--- config.mk ---
export PLATFORM = sky130hd
export DESIGN_NAME = dma_ll_engine
export DESIGN_NICKNAME = d
export VERILOG_FILES = /design/src/rtl/dma_ll_pkg.sv /design/src/rtl/dma_ll_eval.sv /design/src/rtl/dma_ll_rescan.sv /design/src/rtl/dma_ll_engine.sv
export SDC_FILE = /design/constraint.sdc
export NUM_CORES = 1
export LEC_CHECK = 0
export BUFFER_PORTS_ARGS = -buffer_cell sky130_fd_sc_hd__buf_2
export CAP_MARGIN = 20
export CORE_AREA = 5 5 599 601
export DETAILED_ROUTE_END_ITERATION = 10
export DIE_AREA = 0 0 604 606
export GPL_TIMING_DRIVEN = 0
export PLACE_DENSITY = 0.3
export SLEW_MARGIN = 10
export SYNTH_ARGS = -nofsm -noshare
export SYNTH_HDL_FRONTEND = slang
export SYNTH_SLANG_ARGS = --single-unit
--- constraint.sdc ---
create_clock -name clk -period 4.3 [get_ports clk]
set_input_delay 0.645 -clock clk [delete_from_list [all_inputs] [get_ports clk]]
set_output_delay 0.645 -clock clk [all_outputs]
set_load 0.02 [all_outputs]
--- src/rtl/dma_ll_pkg.sv ---
package dma_ll_pkg;
  localparam int WORD     = 32;
  localparam int PERIPH_W = 5;
  localparam int REQ_N    = 1 << PERIPH_W;

  // configuration word fields
  localparam int CF_EN    = 0;
  localparam int CF_SRCP  = 1;
  localparam int CF_DSTP  = 6;
  localparam int CF_FLOW  = 11;
  localparam int CF_HALT  = 18;

  // control word fields
  localparam int CT_CNT_W = 12;
  localparam int CT_SW    = 18;
  localparam int CT_DW    = 21;
  localparam int CT_SINC  = 26;
  localparam int CT_DINC  = 27;
  localparam int CT_TC    = 31;

  typedef enum logic [2:0] {
    ST_IDLE, ST_EVAL, ST_RD, ST_WR, ST_LINK, ST_SETTLE
  } eng_st_t;

  // descriptor word order: src, dst, ctrl, then link pointer last
  function automatic logic [7:0] link_offset(input logic [1:0] idx);
    case (idx)
      2'd0:    return 8'd0;
      2'd1:    return 8'd4;
      2'd2:    return 8'd12;
      default: return 8'd8;
    endcase
  endfunction
endpackage

--- src/rtl/dma_ll_eval.sv ---
module dma_ll_eval
  import dma_ll_pkg::*;
(
  input  logic [WORD-1:0]     conf,
  input  logic [CT_CNT_W-1:0] cnt,
  input  logic [REQ_N-1:0]    req,
  output logic                go,
  output logic                bad_flow
);
  logic                live;
  logic [2:0]          flow;
  logic [PERIPH_W-1:0] sp, dp;
  logic                req_ok;
  logic                unused_conf;

  assign unused_conf = ^{conf[WORD-1:CF_HALT+1], conf[CF_HALT-1:CF_FLOW+3]};

  always_comb begin
    live = conf[CF_EN] & ~conf[CF_HALT];
    flow = conf[CF_FLOW +: 3];
    sp   = conf[CF_SRCP +: PERIPH_W];
    dp   = conf[CF_DSTP +: PERIPH_W];
    case (flow)
      3'd0:    req_ok = 1'b1;
      3'd1:    req_ok = req[dp];
      3'd2:    req_ok = req[sp];
      3'd3:    req_ok = req[sp] & req[dp];
      default: req_ok = 1'b0;
    endcase
    go       = live & ~flow[2] & req_ok & (cnt != '0);
    bad_flow = live & flow[2];
  end
endmodule

--- src/rtl/dma_ll_rescan.sv ---
module dma_ll_rescan (
  input  logic clk,
  input  logic rst,
  input  logic kick,
  input  logic active,
  input  logic take,
  output logic pend
);
  always_ff @(posedge clk) begin
    if (rst) pend <= 1'b0;
    else     pend <= (pend & ~take) | (kick & active);
  end
endmodule

--- src/rtl/dma_ll_engine.sv ---
module dma_ll_engine
  import dma_ll_pkg::*;
#(
  parameter int NCH = 8,
  parameter int AW  = 32,
  localparam int CHW = (NCH > 1) ? $clog2(NCH) : 1
) (
  input  logic                clk,
  input  logic                rst,
  input  logic                glb_en,
  input  logic                kick,
  input  logic [REQ_N-1:0]    req,
  input  logic [NCH*AW-1:0]   chan_src,
  input  logic [NCH*AW-1:0]   chan_dst,
  input  logic [NCH*AW-1:0]   chan_lli,
  input  logic [NCH*WORD-1:0] chan_ctrl,
  input  logic [NCH*WORD-1:0] chan_conf,
  output logic                mem_valid,
  output logic                mem_we,
  output logic [AW-1:0]       mem_addr,
  output logic [2:0]          mem_size,
  output logic [WORD-1:0]     mem_wdata,
  input  logic                mem_ready,
  input  logic [WORD-1:0]     mem_rdata,
  output logic                upd_valid,
  output logic [CHW-1:0]      upd_chan,
  output logic [AW-1:0]       upd_src,
  output logic [AW-1:0]       upd_dst,
  output logic [AW-1:0]       upd_lli,
  output logic [WORD-1:0]     upd_ctrl,
  output logic                upd_clr_en,
  output logic [NCH-1:0]      tc_set,
  output logic                flow_err,
  output logic                busy
);
  localparam logic [CHW-1:0] LAST = CHW'(NCH - 1);

  eng_st_t               state;
  logic [CHW-1:0]        ch;
  logic [AW-1:0]         w_src, w_dst, w_lli;
  logic [WORD-1:0]       w_ctrl, xfer;
  logic [1:0]            link_idx;

  logic [AW-1:0]         cur_src, cur_dst, cur_lli;
  logic [WORD-1:0]       cur_ctrl, cur_conf;
  logic                  go, bad_flow, pend, take;
  logic [AW-1:0]         s_step, d_step, nxt_src, nxt_dst;
  logic [CT_CNT_W-1:0]   cnt_next;
  logic                  at_end;

  always_comb begin
    cur_src  = chan_src [int'(ch)*AW   +: AW];
    cur_dst  = chan_dst [int'(ch)*AW   +: AW];
    cur_lli  = chan_lli [int'(ch)*AW   +: AW];
    cur_ctrl = chan_ctrl[int'(ch)*WORD +: WORD];
    cur_conf = chan_conf[int'(ch)*WORD +: WORD];
  end

  dma_ll_eval u_eval (
    .conf     (cur_conf),
    .cnt      (cur_ctrl[CT_CNT_W-1:0]),
    .req      (req),
    .go       (go),
    .bad_flow (bad_flow)
  );

  assign at_end = (state == ST_EVAL) && !(glb_en && go) && (ch == LAST);
  assign take   = at_end && (pend || kick);

  dma_ll_rescan u_rescan (
    .clk    (clk),
    .rst    (rst),
    .kick   (kick),
    .active (state != ST_IDLE),
    .take   (take),
    .pend   (pend)
  );

  always_comb begin
    s_step   = w_ctrl[CT_SINC] ? (AW'(1) << w_ctrl[CT_SW +: 3]) : '0;
    d_step   = w_ctrl[CT_DINC] ? (AW'(1) << w_ctrl[CT_DW +: 3]) : '0;
    nxt_src  = w_src + s_step;
    nxt_dst  = w_dst + d_step;
    cnt_next = w_ctrl[CT_CNT_W-1:0] - CT_CNT_W'(1);
  end

  // memory master driven from registered state only
  always_comb begin
    mem_valid = (state == ST_RD) || (state == ST_WR) || (state == ST_LINK);
    mem_we    = (state == ST_WR);
    mem_wdata = xfer;
    case (state)
      ST_WR:   begin mem_addr = w_dst; mem_size = w_ctrl[CT_DW +: 3]; end
      ST_LINK: begin mem_addr = w_lli + AW'(link_offset(link_idx)); mem_size = 3'd2; end
      default: begin mem_addr = w_src; mem_size = w_ctrl[CT_SW +: 3]; end
    endcase
  end

  assign busy = (state != ST_IDLE);

  always_ff @(posedge clk) begin
    if (rst) begin
      state      <= ST_IDLE;
      ch         <= '0;
      w_src      <= '0;
      w_dst      <= '0;
      w_lli      <= '0;
      w_ctrl     <= '0;
      xfer       <= '0;
      link_idx   <= '0;
      upd_valid  <= 1'b0;
      upd_chan   <= '0;
      upd_src    <= '0;
      upd_dst    <= '0;
      upd_lli    <= '0;
      upd_ctrl   <= '0;
      upd_clr_en <= 1'b0;
      tc_set     <= '0;
      flow_err   <= 1'b0;
    end else begin
      upd_valid <= 1'b0;
      tc_set    <= '0;
      flow_err  <= 1'b0;
      case (state)
        ST_IDLE: if (kick && glb_en) begin
          ch    <= '0;
          state <= ST_EVAL;
        end
        ST_EVAL: begin
          if (glb_en && go) begin
            w_src  <= cur_src;
            w_dst  <= cur_dst;
            w_lli  <= cur_lli;
            w_ctrl <= cur_ctrl;
            state  <= ST_RD;
          end else begin
            flow_err <= glb_en & bad_flow;
            if (ch == LAST) begin
              if (pend || kick) ch    <= '0;
              else              state <= ST_IDLE;
            end else begin
              ch <= ch + CHW'(1);
            end
          end
        end
        ST_RD: if (mem_ready) begin
          xfer  <= mem_rdata;
          state <= ST_WR;
        end
        ST_WR: if (mem_ready) begin
          w_src <= nxt_src;
          w_dst <= nxt_dst;
          w_ctrl[CT_CNT_W-1:0] <= cnt_next;
          if (cnt_next == '0 && w_lli != '0) begin
            link_idx <= 2'd0;
            state    <= ST_LINK;
          end else begin
            upd_valid  <= 1'b1;
            upd_chan   <= ch;
            upd_src    <= nxt_src;
            upd_dst    <= nxt_dst;
            upd_lli    <= w_lli;
            upd_ctrl   <= {w_ctrl[WORD-1:CT_CNT_W], cnt_next};
            upd_clr_en <= (cnt_next == '0);
            tc_set     <= (cnt_next == '0 && w_ctrl[CT_TC]) ? (NCH'(1) << ch) : '0;
            state      <= ST_SETTLE;
          end
        end
        ST_LINK: if (mem_ready) begin
          link_idx <= link_idx + 2'd1;
          case (link_idx)
            2'd0: w_src  <= mem_rdata[AW-1:0];
            2'd1: w_dst  <= mem_rdata[AW-1:0];
            2'd2: w_ctrl <= mem_rdata;
            default: begin
              upd_valid  <= 1'b1;
              upd_chan   <= ch;
              upd_src    <= w_src;
              upd_dst    <= w_dst;
              upd_lli    <= mem_rdata[AW-1:0];
              upd_ctrl   <= w_ctrl;
              upd_clr_en <= 1'b0;
              tc_set     <= w_ctrl[CT_TC] ? (NCH'(1) << ch) : '0;
              state      <= ST_SETTLE;
            end
          endcase
        end
        ST_SETTLE: state <= ST_EVAL;
        default:   state <= ST_IDLE;
      endcase
    end
  end
endmodule

==> metrics.md <==
| Metric | Value |
|---|---|
| RSZ-0062 raised after global routing | true |
| Hold bufs inserted after CTS | 0 |
| Post-Place Cell Area | 0.0396 mm² |
| Setup crit start kind | flip-flop |
| Worst slew margin relative to its limit | 0.169 |
| Sequential-to-total area share from yosys stat | 0.247 |
| Final-report setup violation count | 0 |
| Depth of the CTS H-tree | 2 |
| Aggregate negative setup slack | 0 ns |
| DRC violations left | 0 |
| Flip-flop and latch count after synthesis | 311 |
| Total core area | 0.352 mm² |
| Number of antenna violations at the first check in global routing | 277 |
| Max-cap violations | 0 |
| Layout cells sized above 1 | 0.493 |
| Vertical die dimension | between 600 and 700 µm |
| Avg WL per Cell | 39.6 µm |
| Die Span X | 604 µm |
| Critical register-to-register path startpoint | ch[1] |
| Total routing resource utilization after global routing | 0.190 |
| Distinct cell type count of the synthesized netlist | 75 |
| Post-detailed-route count of antenna-violating nets | 0 |
| Layout overhead on the synthesized area | 69.4% |
| Final hold vios | 0 |
| Clock root buffer | clkbuf_16 |
| Routed WL | 365000 µm |
| CTS tree | done |
| Total half-perimeter wirelength after legalization and detailed placement | between 300000 and 400000 µm |
| Clock transition at the registers of the reported paths | 0.06 ns |
| Number of standard cells in the final layout excluding fillers | 9224 |
| Min-delay src | mem_rdata[17] |
| Iteration-0 DRC Markers | 2977 |
| Max clock buf depth | 3 |
| Via count normalized by instance count | 3.63 |
| Nets | between 5k and 6k |
| Worst R2R Setup Slack | ~0.11 ns |
| Cell total after placement | 9031 |
| Power density over the cells | 361 mW/mm² |
| Worst hold path class | in -> reg |
| Placer's final routability congestion estimate | about 0.96 |
| Largest net degree at the start of global routing | 15 |
| Status | finished clean |
| Number of cells produced by synthesis | roughly 2.8k |
| Hold depth | 3 |
| Maximum vdd ir drop | 272 µV |
| Worst-skew pair later-pin latency | 0.69 ns |
| Leftover overflow at the end of global routing | 0 |
| Synthesized area per cell | 9.01 µm² |
| Crit path required time | 3.65 ns |
| Starting density of the core | 0.0717 |
| Count of yosys warnings during synthesis | 0 |
| Vias in the first global route | 33.3k |
| Leakage power of the design | 16.0 nW |
| Crit path arrival time | between 3 and 4 ns |
| First-pass GRT wire length | 438000 µm |
| Count of final max-slew check failures | 0 |
| Total iterations of the first detailed-routing run | 7 |
| Clock Skews | 0.0334 ns |
| Post-synth design cell area | around 0.025 mm² |
| Post-synth EDFFs | 0 |
| Net Count, Synth | 4185 |
| Clock sink total | 311 |
| Crit Path Class | reg -> out |
| Destination of the worst hold path | mem_wdata[17] |
| I/O pin cnt | 1561 |
| Std cell rows | around 220 |
| Transition time of the tightest slew-check pin | 1.25 ns |
| Layout Cell Area excl Fill | 0.0428 mm² |
| Length in cells of the worst reg-to-reg path | 13 |
| Peak clock frequency supported by timing | 236 MHz |
| TritonCTS Buffers | 46 |
| Most used DFF post-synth | dfxtp_1 |
| Crit end category | output port |
| # port buffers | 1424 |
| Async S/R FF share, synth | 0 |
| Final worst path period need | ~4.2 ns |
| Final period util | 0.987 |
| Worst-path maximum fanout | 10 |
| Worst reg2reg endpoint | w_dst[31] |
| Via count | 33.5k |
| Area enclosed by the die boundary | 0.366 mm² |
==> logic make-up (layout without fill, tap and decap cells) <==
kind of cell / after synthesis / in the layout / synth area share
multiplexers: 448 / 448 / 0.316
AO/OA/AOI/OAI: 643 / 643 / 0.170
buffers and inverters: 316 / 1925 / 0.0502
other: 0 / 82 / 0
adder cells (fa/ha/maj): 33 / 33 / 0.0172
flip-flops: 311 / 311 / 0.247
XOR/XNOR: 105 / 105 / 0.0364
AND/OR/NAND/NOR: 947 / 947 / 0.163
==> per-stage QoR <==
step	total power (W)	worst slack, ns	util	hold WS [ns]
floorplan	0.00684	0.678	-	0.431
global placement	0.0106	-4.81	0.109	0.444
CTS	0.0157	0.00174	0.120	0.152
global route	0.0161	-0.0389	0.121	0.206
finish	0.0155	0.0545	0.121	0.231
detailed placement	0.0109	-2.25	0.112	0.446
==> power by group <==
group | total [W] | switching (W) | leakage (nW) | internal (W)
Combinational | 0.00758 | 0.00463 | 12.7 | 0.00295
Clock | 0.00427 | 0.00180 | 0.787 | 0.00247
Sequential | 0.00361 | 0.000473 | 2.52 | 0.00314
==> critical path, cell delays in order (launching register included) <==
cell and delay [ns]:
dfxtp_1 0.33, clkbuf_1 0.43, and2_4 0.43, clkbuf_4 0.34, nor2_4 0.12, clkbuf_2 0.28
a22oi_1 0.40, o21ai_0 0.33, buf_2 0.25
==> worst max path at each step <==
stage                    from           to  slack (ns)  cells past startpoint
5_1_grt                 ch[0]     w_dst[1]       -0.04                     14
3_5_place_dp            ch[1]    w_dst[31]       -2.25                     13
2_1_floorplan  chan_conf[230]     w_dst[0]        0.68                     13
3_3_place_gp            ch[1]    w_dst[31]       -4.81                     12
4_1_cts                 ch[1]     w_dst[1]       0.002                     16
6_report             state[2]  mem_addr[5]        0.05                      8
==> cell type report <==
type	count	area, µm²
multi-input combinational	2176	18500
clock buffer	60	1270
fill	40800	309000
buffer	264	1530
antenna	82	205
inverter	43	175
tap	4730	5920
timing repair buffer	1533	8580
clock inverter	25	350
sequential	311	6260
==> layer usage <==
metal	up-vias	wire, µm	GRT usage
met4	70	10200	0.0396
met3	484	23400	0.0410
met1	17000	160000	0.251
met5	-	483	0
li1	13900	-	-
met2	2061	171000	0.319
==> what timing repair did <==
| item | in CTS | in global routing |
|---|---|---|
| pin swaps | 11 | 8 |
| buffers inserted | 21 | 12 |
| endpoints found under the hold margin | 0 | 0 |
| resized for setup | 273 | 44 |
| gates cloned | 0 | 1 |
| endpoints found under the setup margin | 316 | 88 |
==> layout by cell type (no fill, tap or decap), types with 34 or more instances in the layout <==
cell type	n
a311oi_1	76
a21oi_1	147
xor2_1	44
clkbuf_1	136
nor2_1	275
mux4_2	278
inv_1	37
nand3_1	38
dfxtp_1	297
a22oi_1	37
nor4_1	34
o21ai_0	157
a211oi_1	51
nand2_1	416
clkbuf_2	37
xnor2_1	60
nor3_1	56
diode_2	82
buf_2	1454
buf_4	60
mux2i_1	105
clkbuf_16	50
==> synth_stat cells, types with 6 or more instances <==
cell type  number  area (µm²)
a211oi_1       53         398
a21o_1          6        45.0
a21oi_1       151         756
a22oi_1        37         278
a311oi_1       76         666
a31o_2         13         114
a31oi_1        15        93.8
and2_1         10        62.6
and3_1         24         150
and4_1          7        61.3
buf_1          40         150
buf_2          32         160
clkbuf_1      194         728
dfxtp_1       311        6230
ha_1           30         375
inv_1          39         146
mux2_2          8        90.1
mux2i_1       160        1600
mux4_2        278        6260
nand2_1       417        1570
nand2b_1       12        75.1
nand3_1        38         190
nand4_1        20         125
nor2_1        280        1050
nor3_1         63         315
nor3b_1         7        52.6
nor4_1         39         244
o211ai_1        6        45.0
o21a_1         10        75.1
o21ai_0       172         861
o21bai_1       10        75.1
o221ai_1       13         114
o31ai_1         6        45.0
o32ai_1        25         219
or2_2           6        37.5
or3_1           8        50.1
xnor2_1        60         526
xor2_1         45         394
No activity file was read; power rests on OpenSTA's default activity.
